--- src/rtl/nb_pkg.sv ---
package nb_pkg;
   typedef enum logic [2:0] {
      ST_IDLE = 3'd0,
      ST_DEV  = 3'd1,
      ST_MUL  = 3'd2,
      ST_COMB = 3'd3,
      ST_SLOW = 3'd4
   } nb_state_e;
endpackage

--- src/rtl/nb_deviation.sv ---
// Distance of an operand below the base 2^K, with a flag that says
// whether it fits the narrow multiplier (below 2^H).
module nb_deviation #(
   parameter int K = 16,
   parameter int H = K / 2
) (
   input  logic [K-1:0] x,
   output logic [K:0]   dev,
   output logic         wide
);
   localparam logic [K:0] BASE = {1'b1, {K{1'b0}}};

   always_comb begin
      dev  = BASE - {1'b0, x};
      wide = |dev[K:H];
   end
endmodule

--- src/rtl/nb_dev_mul.sv ---
// Narrow H x H multiplier for the deviations. ARRAY selects an explicit
// partial-product array instead of the inferred operator.
module nb_dev_mul #(
   parameter int H     = 8,
   parameter bit ARRAY = 1'b1
) (
   input  logic [H-1:0]   a,
   input  logic [H-1:0]   b,
   output logic [2*H-1:0] p
);
   localparam int PW = 2 * H;

   generate
      if (ARRAY) begin : g_array
         logic [PW-1:0] pp [H];
         for (genvar i = 0; i < H; i++) begin : g_row
            assign pp[i] = b[i] ? ({{H{1'b0}}, a} << i) : '0;
         end
         always_comb begin
            p = '0;
            for (int j = 0; j < H; j++) begin
               p = p + pp[j];
            end
         end
      end else begin : g_op
         assign p = {{H{1'b0}}, a} * {{H{1'b0}}, b};
      end
   endgenerate
endmodule

--- src/rtl/nb_serial_mul.sv ---
// Shift-and-add fallback multiplier: one multiplier bit per cycle, K steps.
module nb_serial_mul #(
   parameter int K = 16
) (
   input  logic           clk,
   input  logic           rst_n,
   input  logic           go,
   input  logic [K-1:0]   a,
   input  logic [K-1:0]   b,
   output logic           fin,
   output logic [2*K-1:0] result
);
   localparam int CW = $clog2(K);
   localparam logic [CW-1:0] LAST = CW'(K - 1);

   logic [2*K-1:0] acc_q;
   logic [2*K-1:0] mc_q;
   logic [K-1:0]   mp_q;
   logic [CW-1:0]  cnt_q;
   logic           busy_q;
   logic           fin_q;

   always_ff @(posedge clk or negedge rst_n) begin
      if (!rst_n) begin
         acc_q  <= '0;
         mc_q   <= '0;
         mp_q   <= '0;
         cnt_q  <= '0;
         busy_q <= 1'b0;
         fin_q  <= 1'b0;
      end else begin
         fin_q <= 1'b0;
         if (go && !busy_q) begin
            acc_q  <= '0;
            mc_q   <= {{K{1'b0}}, a};
            mp_q   <= b;
            cnt_q  <= '0;
            busy_q <= 1'b1;
         end else if (busy_q) begin
            if (mp_q[0]) begin
               acc_q <= acc_q + mc_q;
            end
            mc_q  <= mc_q << 1;
            mp_q  <= mp_q >> 1;
            cnt_q <= cnt_q + 1'b1;
            if (cnt_q == LAST) begin
               busy_q <= 1'b0;
               fin_q  <= 1'b1;
            end
         end
      end
   end

   assign fin    = fin_q;
   assign result = acc_q;

   // the finish pulse comes only after exactly K steps of a busy run
   p_fin_after_k_steps_r6: assert property (@(posedge clk) disable iff (!rst_n)
      fin_q |-> ($past(busy_q) && $past(cnt_q) == LAST));

   // a run cannot be restarted before it has finished
   p_no_restart_r6: assert property (@(posedge clk) disable iff (!rst_n)
      (busy_q && cnt_q != LAST) |=> busy_q);
endmodule

--- src/rtl/nb_mult.sv ---
module nb_mult #(
   parameter int K         = 16,
   parameter bit MUL_ARRAY = 1'b1
) (
   input  logic           clk,
   input  logic           rst_n,
   input  logic           start,
   input  logic [K-1:0]   mcand,
   input  logic [K-1:0]   mplier,
   output logic [2*K-1:0] product,
   output logic           done,
   output logic           fallback
);
   import nb_pkg::*;

   localparam int H  = K / 2;
   localparam int PW = 2 * K;

   initial begin
      if (K < 4 || (K % 2) != 0) begin
         $fatal(1, "nb_mult: K must be even and at least 4");
      end
   end

   nb_state_e      st;
   logic [K-1:0]   a_q, b_q;
   logic [H-1:0]   da_q, db_q;
   logic [K-1:0]   hi_q;
   logic [K-1:0]   dp_q;
   logic [PW-1:0]  prod_q;
   logic           done_q, fb_q;

   logic [K:0]     dev_a, dev_b;
   logic           wide_a, wide_b, wide_any;
   logic [K-1:0]   dp_w;
   logic           ser_fin;
   logic [PW-1:0]  ser_res;
   logic           ser_go;

   nb_deviation #(.K(K), .H(H)) u_dev_a (.x(a_q), .dev(dev_a), .wide(wide_a));
   nb_deviation #(.K(K), .H(H)) u_dev_b (.x(b_q), .dev(dev_b), .wide(wide_b));
   assign wide_any = wide_a | wide_b;

   nb_dev_mul #(.H(H), .ARRAY(MUL_ARRAY)) u_dmul (
      .a(da_q), .b(db_q), .p(dp_w)
   );

   assign ser_go = (st == ST_DEV) && wide_any;

   nb_serial_mul #(.K(K)) u_ser (
      .clk(clk), .rst_n(rst_n), .go(ser_go),
      .a(a_q), .b(b_q), .fin(ser_fin), .result(ser_res)
   );

   always_ff @(posedge clk or negedge rst_n) begin
      if (!rst_n) begin
         st     <= ST_IDLE;
         a_q    <= '0;
         b_q    <= '0;
         da_q   <= '0;
         db_q   <= '0;
         hi_q   <= '0;
         dp_q   <= '0;
         prod_q <= '0;
         done_q <= 1'b0;
         fb_q   <= 1'b0;
      end else begin
         done_q <= 1'b0;
         unique case (st)
            ST_IDLE: begin
               if (start) begin
                  a_q <= mcand;
                  b_q <= mplier;
                  st  <= ST_DEV;
               end
            end
            ST_DEV: begin
               da_q <= dev_a[H-1:0];
               db_q <= dev_b[H-1:0];
               st   <= wide_any ? ST_SLOW : ST_MUL;
            end
            ST_MUL: begin
               dp_q <= dp_w;
               hi_q <= a_q - {{(K-H){1'b0}}, db_q};
               st   <= ST_COMB;
            end
            ST_COMB: begin
               prod_q <= {hi_q, {K{1'b0}}} + {{K{1'b0}}, dp_q};
               fb_q   <= 1'b0;
               done_q <= 1'b1;
               st     <= ST_IDLE;
            end
            ST_SLOW: begin
               if (ser_fin) begin
                  prod_q <= ser_res;
                  fb_q   <= 1'b1;
                  done_q <= 1'b1;
                  st     <= ST_IDLE;
               end
            end
            default: st <= ST_IDLE;
         endcase
      end
   end

   assign product  = prod_q;
   assign done     = done_q;
   assign fallback = fb_q;

   // done never lasts two cycles
   p_done_pulse_r7: assert property (@(posedge clk) disable iff (!rst_n)
      done_q |=> !done_q);

   // fast-path result equals the true product of the captured operands
   p_fast_exact_r3: assert property (@(posedge clk) disable iff (!rst_n)
      (done_q && !fb_q) |-> prod_q == ({{K{1'b0}}, a_q} * {{K{1'b0}}, b_q}));

   // fallback result equals the true product as well
   p_slow_exact_r5: assert property (@(posedge clk) disable iff (!rst_n)
      (done_q && fb_q) |-> prod_q == ({{K{1'b0}}, a_q} * {{K{1'b0}}, b_q}));

   // routing out of the deviation phase follows the width flag
   p_route_r2: assert property (@(posedge clk) disable iff (!rst_n)
      (st == ST_DEV) |=> ((st == ST_SLOW) == $past(wide_any)));

   // a narrow case reaches done three edges after the deviation phase
   p_fast_latency_r4: assert property (@(posedge clk) disable iff (!rst_n)
      (st == ST_DEV && !wide_any) |-> ##3 (done_q && !fb_q));

   // result is held between done pulses
   p_hold_r10: assert property (@(posedge clk) disable iff (!rst_n)
      !done_q |-> ($stable(prod_q) && $stable(fb_q)));

   // operands stay frozen while an operation is in flight
   p_busy_freeze_r8: assert property (@(posedge clk) disable iff (!rst_n)
      (st != ST_IDLE) |=> ($stable(a_q) && $stable(b_q)));
endmodule

--- config.mk ---
export PLATFORM = sky130hd
export DESIGN_NAME = nb_mult
export DESIGN_NICKNAME = d
export VERILOG_FILES = /design/src/rtl/nb_pkg.sv /design/src/rtl/nb_deviation.sv /design/src/rtl/nb_dev_mul.sv /design/src/rtl/nb_serial_mul.sv /design/src/rtl/nb_mult.sv
export SDC_FILE = /design/constraint.sdc
export NUM_CORES = 1
export LEC_CHECK = 0
export ABC_AREA = 1
export BUFFER_PORTS_ARGS = -buffer_cell sky130_fd_sc_hd__clkbuf_2
export CAP_MARGIN = 25
export CORE_ASPECT_RATIO = 1.1
export CORE_MARGIN = 1.5
export CORE_UTILIZATION = 52
export CTS_CLUSTER_DIAMETER = 150
export DETAILED_ROUTE_END_ITERATION = 8
export GPL_TIMING_DRIVEN = 0
export PLACE_DENSITY = 0.8
export SYNTH_ARGS = -nofsm -noshare
export SYNTH_HDL_FRONTEND = slang
export SYNTH_SLANG_ARGS = --single-unit
--- constraint.sdc ---
create_clock -name clk -period 6.4 [get_ports clk]
set_input_delay 0.32 -clock clk [delete_from_list [all_inputs] [get_ports clk]]
set_output_delay 0.32 -clock clk [all_outputs]
set_load 0.03 [all_outputs]
-- Word-level counts from Yosys, hierarchy flattened
Cells that the tools add are included.
- register bits after elaboration: 203
- input port bits: 35
- output and inout port bits: 34
- word-level logic and storage cells: 83
- $add $sub $neg: 13
- equal/unequal tests: 7
- mux-type cells: 33
- bitwise operators: 1
- reduce and logical (&&, ||, !) cells: 13
- operators with widths (operator ; count):
    $mux 32 ; 6
    $pmux 32 s2 ; 1
    $add 16x16->16 ; 3
    $sub 17x16->17 const A ; 2
    $add 32x16->32 ; 1
    $add 32x32->32 ; 1
    $mux 16 ; 2
    $reduce_or 9->1 ; 2
    $add 16x12->16 ; 1
    $add 16x13->16 ; 1
    $add 16x14->16 ; 1
    $add 16x15->16 ; 1
    $sub 16x8->16 ; 1
    $mux 15 ; 1
    $mux 14 ; 1
    $mux 13 ; 1
    $mux 12 ; 1
    $pmux 3 s4 ; 1
    $mux 11 ; 1
    $mux 10 ; 1
    $mux 3 ; 3
    $mux 9 ; 1
    $mux 1 ; 8
    $mux 4 ; 2
    15 further kinds ; 23

-- Longest topological paths before layout
- depth in word-level cells: 8
- gate-level depth with buffers: 21
- depth with buffers taken out: 20

-- By module
A second synthesis with hierarchy kept.
- cell total of the unflattened synthesis: 1950
- area, all modules: 14233.7 um^2
- by module, submodules not included (module ; instances ; cells each ; area each (um^2) ; sequential area each (um^2)):
    nb_serial_mul ; 1 ; 850 ; 5783.0 ; 2152.1
    nb_mult ; 1 ; 569 ; 5195.0 ; 2927.8
    nb_dev_mul ; 1 ; 333 ; 2209.6 ; 0.0
    nb_deviation ; 2 ; 99 ; 523.0 ; 0.0

-- Least setup slack after synthesis
No wires, ideal clock.
- path kind: flip-flop to flip-flop
- start point: reg db_q[7]
- end point: reg dp_q[13]
- library setup time: 0.082 ns
- arrival: 4.040 ns
- data required time: 6.318 ns
- slack: 2.278 ns
- cell stages (with the launch flop): 18
- path buffers: 1
- period minus slack after synthesis: 4.122 ns
- cell sequence: dfrtp_1 clkbuf_1 nand2_1 inv_1 fa_1 fa_1 fa_1 inv_1 fa_1 inv_1 ha_1 inv_1 o21ai_0 nand2_1 nand2_1 a21oi_1 or2_2 a31oi_1
- longest elaborated chain between the ends: 2
- RTL lines (what ; line ; RTL):
    start: declaration ; nb_mult.sv:27 ; logic [H-1:0] da_q, db_q;
    start signal: assignment ; nb_mult.sv:79 ; db_q <= dev_b[H-1:0];
    $mux 15 ; nb_dev_mul.sv:17 ; assign pp[i] = b[i] ? ({{H{1'b0}}, a} << i) : '0;
    $add 16x15->16 ; nb_dev_mul.sv:22 ; p = p + pp[j];
    end signal: assignment ; nb_mult.sv:83 ; dp_q <= dp_w;
    end: declaration ; nb_mult.sv:29 ; logic [K-1:0] dp_q;
No other way between the ends.
A chain may end at the register's enable or synchronous reset.

-- Worst setup path after layout
- start point: reg db_q[5]
- end point: reg dp_q[13]
- longest elaborated chain between the ends: 4
- RTL lines (what ; line):
    $mux 13 ; nb_dev_mul.sv:17
    $add 16x13->16 ; nb_dev_mul.sv:22
    $add 16x14->16 ; nb_dev_mul.sv:22
    $add 16x15->16 ; nb_dev_mul.sv:22
No other way between the ends.

==> impl_metrics.tcl <==
set metrics [dict create \
    wl_per_cell_um 16.9 \
    grt_max_degree 112 \
    cts_buffers 23 \
    ctsResizeCount 0 \
    grt-ovfl-total 0 \
    path_clk_slew_ps 60 \
    relSlewSlack 0.443 \
    critPathCaptureType "flip-flop" \
    synthesis.area_um2 13300 \
    viasPerCell 5.60 \
    antenna_cells 0 \
    ios 69 \
    antenna_found_initial 0 \
    yosys-top-cells-area "dfrtp_1 (38%), nand2_1 (14%), ha_1 (6.9%)" \
    multi_input_area_um2 7180 \
    setup_viol 0 \
    die_h_um 171 \
    rsz0062_at_grt "false" \
    globalplace.congestion 0.981 \
    synth_ff_type "dfrtp_1" \
    cts-root-buf "clkbuf_16" \
    ir_worst_vdd_v 0.000276 \
    yosysMostFrequentCell "nand2_1" \
    seqCellArea_um2 5080 \
    die_w_um 155 \
    synth_commonest_cells "nand2_1 (494), dfrtp_1 (203), inv_1 (174), nand3_1 (173), nor2_1 (151)" \
    maxCapViolations 0 \
    final_max_slew_viol_count 0 \
    fin_crit_sh 0.722 \
    critPathArrivalTime_ps 5050 \
    cp-start-kind "flip-flop" \
    path_max_fanout 10 \
    finalWorstPathRequiredPeriod_ps 4620 \
    worstRegToRegCells 17 \
    use_met2 0.467 \
    clock_latency_ps 510 \
    cts.sink_count 203 \
    start_util 0.527 \
    die-area_um2 26500 \
    synth_edf_count 0 \
    drt_iter0_markers 1045 \
    regToRegEndpoint "dp_q[13]" \
    ys_seq_area_frac 0.382 \
    dpl_worst_slack_ps 1800 \
    max_freq_mhz 217 \
    setup.worst_path.class "flip-flop to flip-flop" \
    synth_top_area_cell "dfrtp_1" \
    use_met1 0.387 \
    rr_startpoint "db_q[5]" \
    synth_top_area_frac 0.382 \
    yosys_warnings 0 \
    num_vias 12200 \
    setup_tns_ps 0 \
    port_buffers 68 \
    cts_tree "yes" \
    r2r_setup_slack_ps 1780 \
    cts_buffer_depth 3 \
    nFillCells 2320 \
    fin_nets 1993 \
    use_met3 0.0347 \
    finClkSkew_ps 11.9 \
    async_flop_share 1.00 \
    syn_inst 1749 \
    route.detailed.drc 0 \
    p_leak_uw 0.00775 \
    ant_nets 0 \
    status "completed" \
    synth_seq_cells 203 \
    hold_class "primary input to flip-flop" \
    grt_pass1_wl_um 60000 \
    drive_above_1_share 0.0849 \
    drtPass1Iterations 5 \
    yosysUniqueCellTypes 37 \
    hold_viol 0 \
    grt_pass1_vias 11800 \
    max_slew.worst_pin.slew_ps 832 \
    track_usage 0.285 \
    area_growth_pct 11.4 \
    power.density_nw_per_um2 511 \
    top_usage_layer "met2" \
    core_um2 25200 \
    htreeDepth 1 \
    avgSynthCellArea_um2 7.60 \
    rows 61 \
    worst_ep_required_time_ps 6830 \
    drt_wl_total_um 36700 \
    synth_nets 1897 \
    dpl.hpwl_um 28400 \
    hold_depth 2 \
    holdCritStartpoint "mplier[5]" \
    worstHoldEndpoint "b_q[5]" \
    worst_slack_ps 1780 \
]
-- how the worst max path moves through the flow --
stage	from	end	slack, ps
4_1_cts	db_q[5]	dp_q[13]	1790
3_5_place_dp	db_q[6]	dp_q[13]	1800
5_1_grt	db_q[5]	dp_q[13]	1540
2_1_floorplan	db_q[7]	dp_q[13]	2280
3_3_place_gp	rst_n	b_q[11]	1160
6_report	db_q[5]	dp_q[13]	1780
-- kinds of logic after synthesis --
group | count (synthesis) | synth area share
fa+ha+maj | 113 | 0.129
xor+xnor | 36 | 0.0237
flops | 203 | 0.382
simple gates | 903 | 0.291
compound gates | 227 | 0.0925
buf+inv | 262 | 0.0773
mux | 5 | 0.00424
-- layout make-up --
cell class	count	area share
inverters	182	0.0462
well taps	315	0.0266
plain buffers	80	0.0233
repair buffers	71	0.0266
flip-flops and latches	203	0.343
clock buffers	34	0.0458
clock inverters	6	0.00296
multi-input cells	1284	0.485
-- registers in the layout, summed over array words and instances, names as in the netlist, 16 cells and up --
name and flops:
a_q 16, b_q 16, dp_q 16, hi_q 16, product 32, u_ser.mc_q 32, u_ser.mp_q 16, u_ser.result 32
-- per-stage QoR --
step                      hold WS (ps)  instances  power, uW   util  cell area [um2]
final                             34.8       2175       7560  0.587            14800
after floorplan                   24.4       1749       5030      -            13300
after CTS                         30.7       2174       7530  0.587            14800
after detailed placement           450       2133       6240  0.558            14100
after global routing              37.7       2175       8170  0.587            14800
after global placement             454       2132       6110  0.557            14000
-- routing by layer --
metal	up-vias	part of all wire
met4	0	0.040
met1	5728	0.44
li1	5891	-
met5	-	0
met2	477	0.46
met3	86	0.064
-- critical path, cell delays in order (launching register included) --
cell and delay, ps:
dfrtp_1 330, clkbuf_1 450, nand2_1 110, inv_1 90
fa_1 450, fa_1 530, fa_1 550, inv_1 50
fa_1 530, inv_1 40, ha_1 370, inv_1 70
o21ai_0 310, nand2_1 90, nand2_1 100, a21oi_1 90
or2_2 270, a31oi_1 120
-- cells in the final DEF, fill, tap and decap left out, types with 4 or more instances in the layout --
cell type  Yosys  layout
clkbuf_16      0      23
clkbuf_8       0       7
a21oi_1       95      95
mux2_2         5       5
xor2_1        28      28
a21o_1         4       4
inv_2          6       6
dfrtp_1      203     203
fa_1          40      40
clkbuf_2       0      67
nand2_1      494     494
buf_2          8       8
clkbuf_1      56      61
xnor2_1        8       8
nor2_4         5       5
or2_2          6       6
buf_1          7       7
nor2_1       151     151
nand3_1      173     173
o21ai_0       78      78
a31oi_1       38      38
o21bai_1       6       6
nor3_1         9       9
inv_1        174     174
nor2_2         6       6
ha_1          73      73
buf_4          9       9
nand3b_1       6       6
nand4_1       42      42
-- repair_timing --
item	CTS	global route
endpoints found under the hold margin	92	0
setup buffers	0	0
hold buffers	1	0
-- power by group --
part | internal (uW) | switching (uW)
sequential | 1740 | 480
combinational | 1390 | 2680
clock | 732 | 533
total | 3860 | 3700
(Power assumes the default switching activity.)
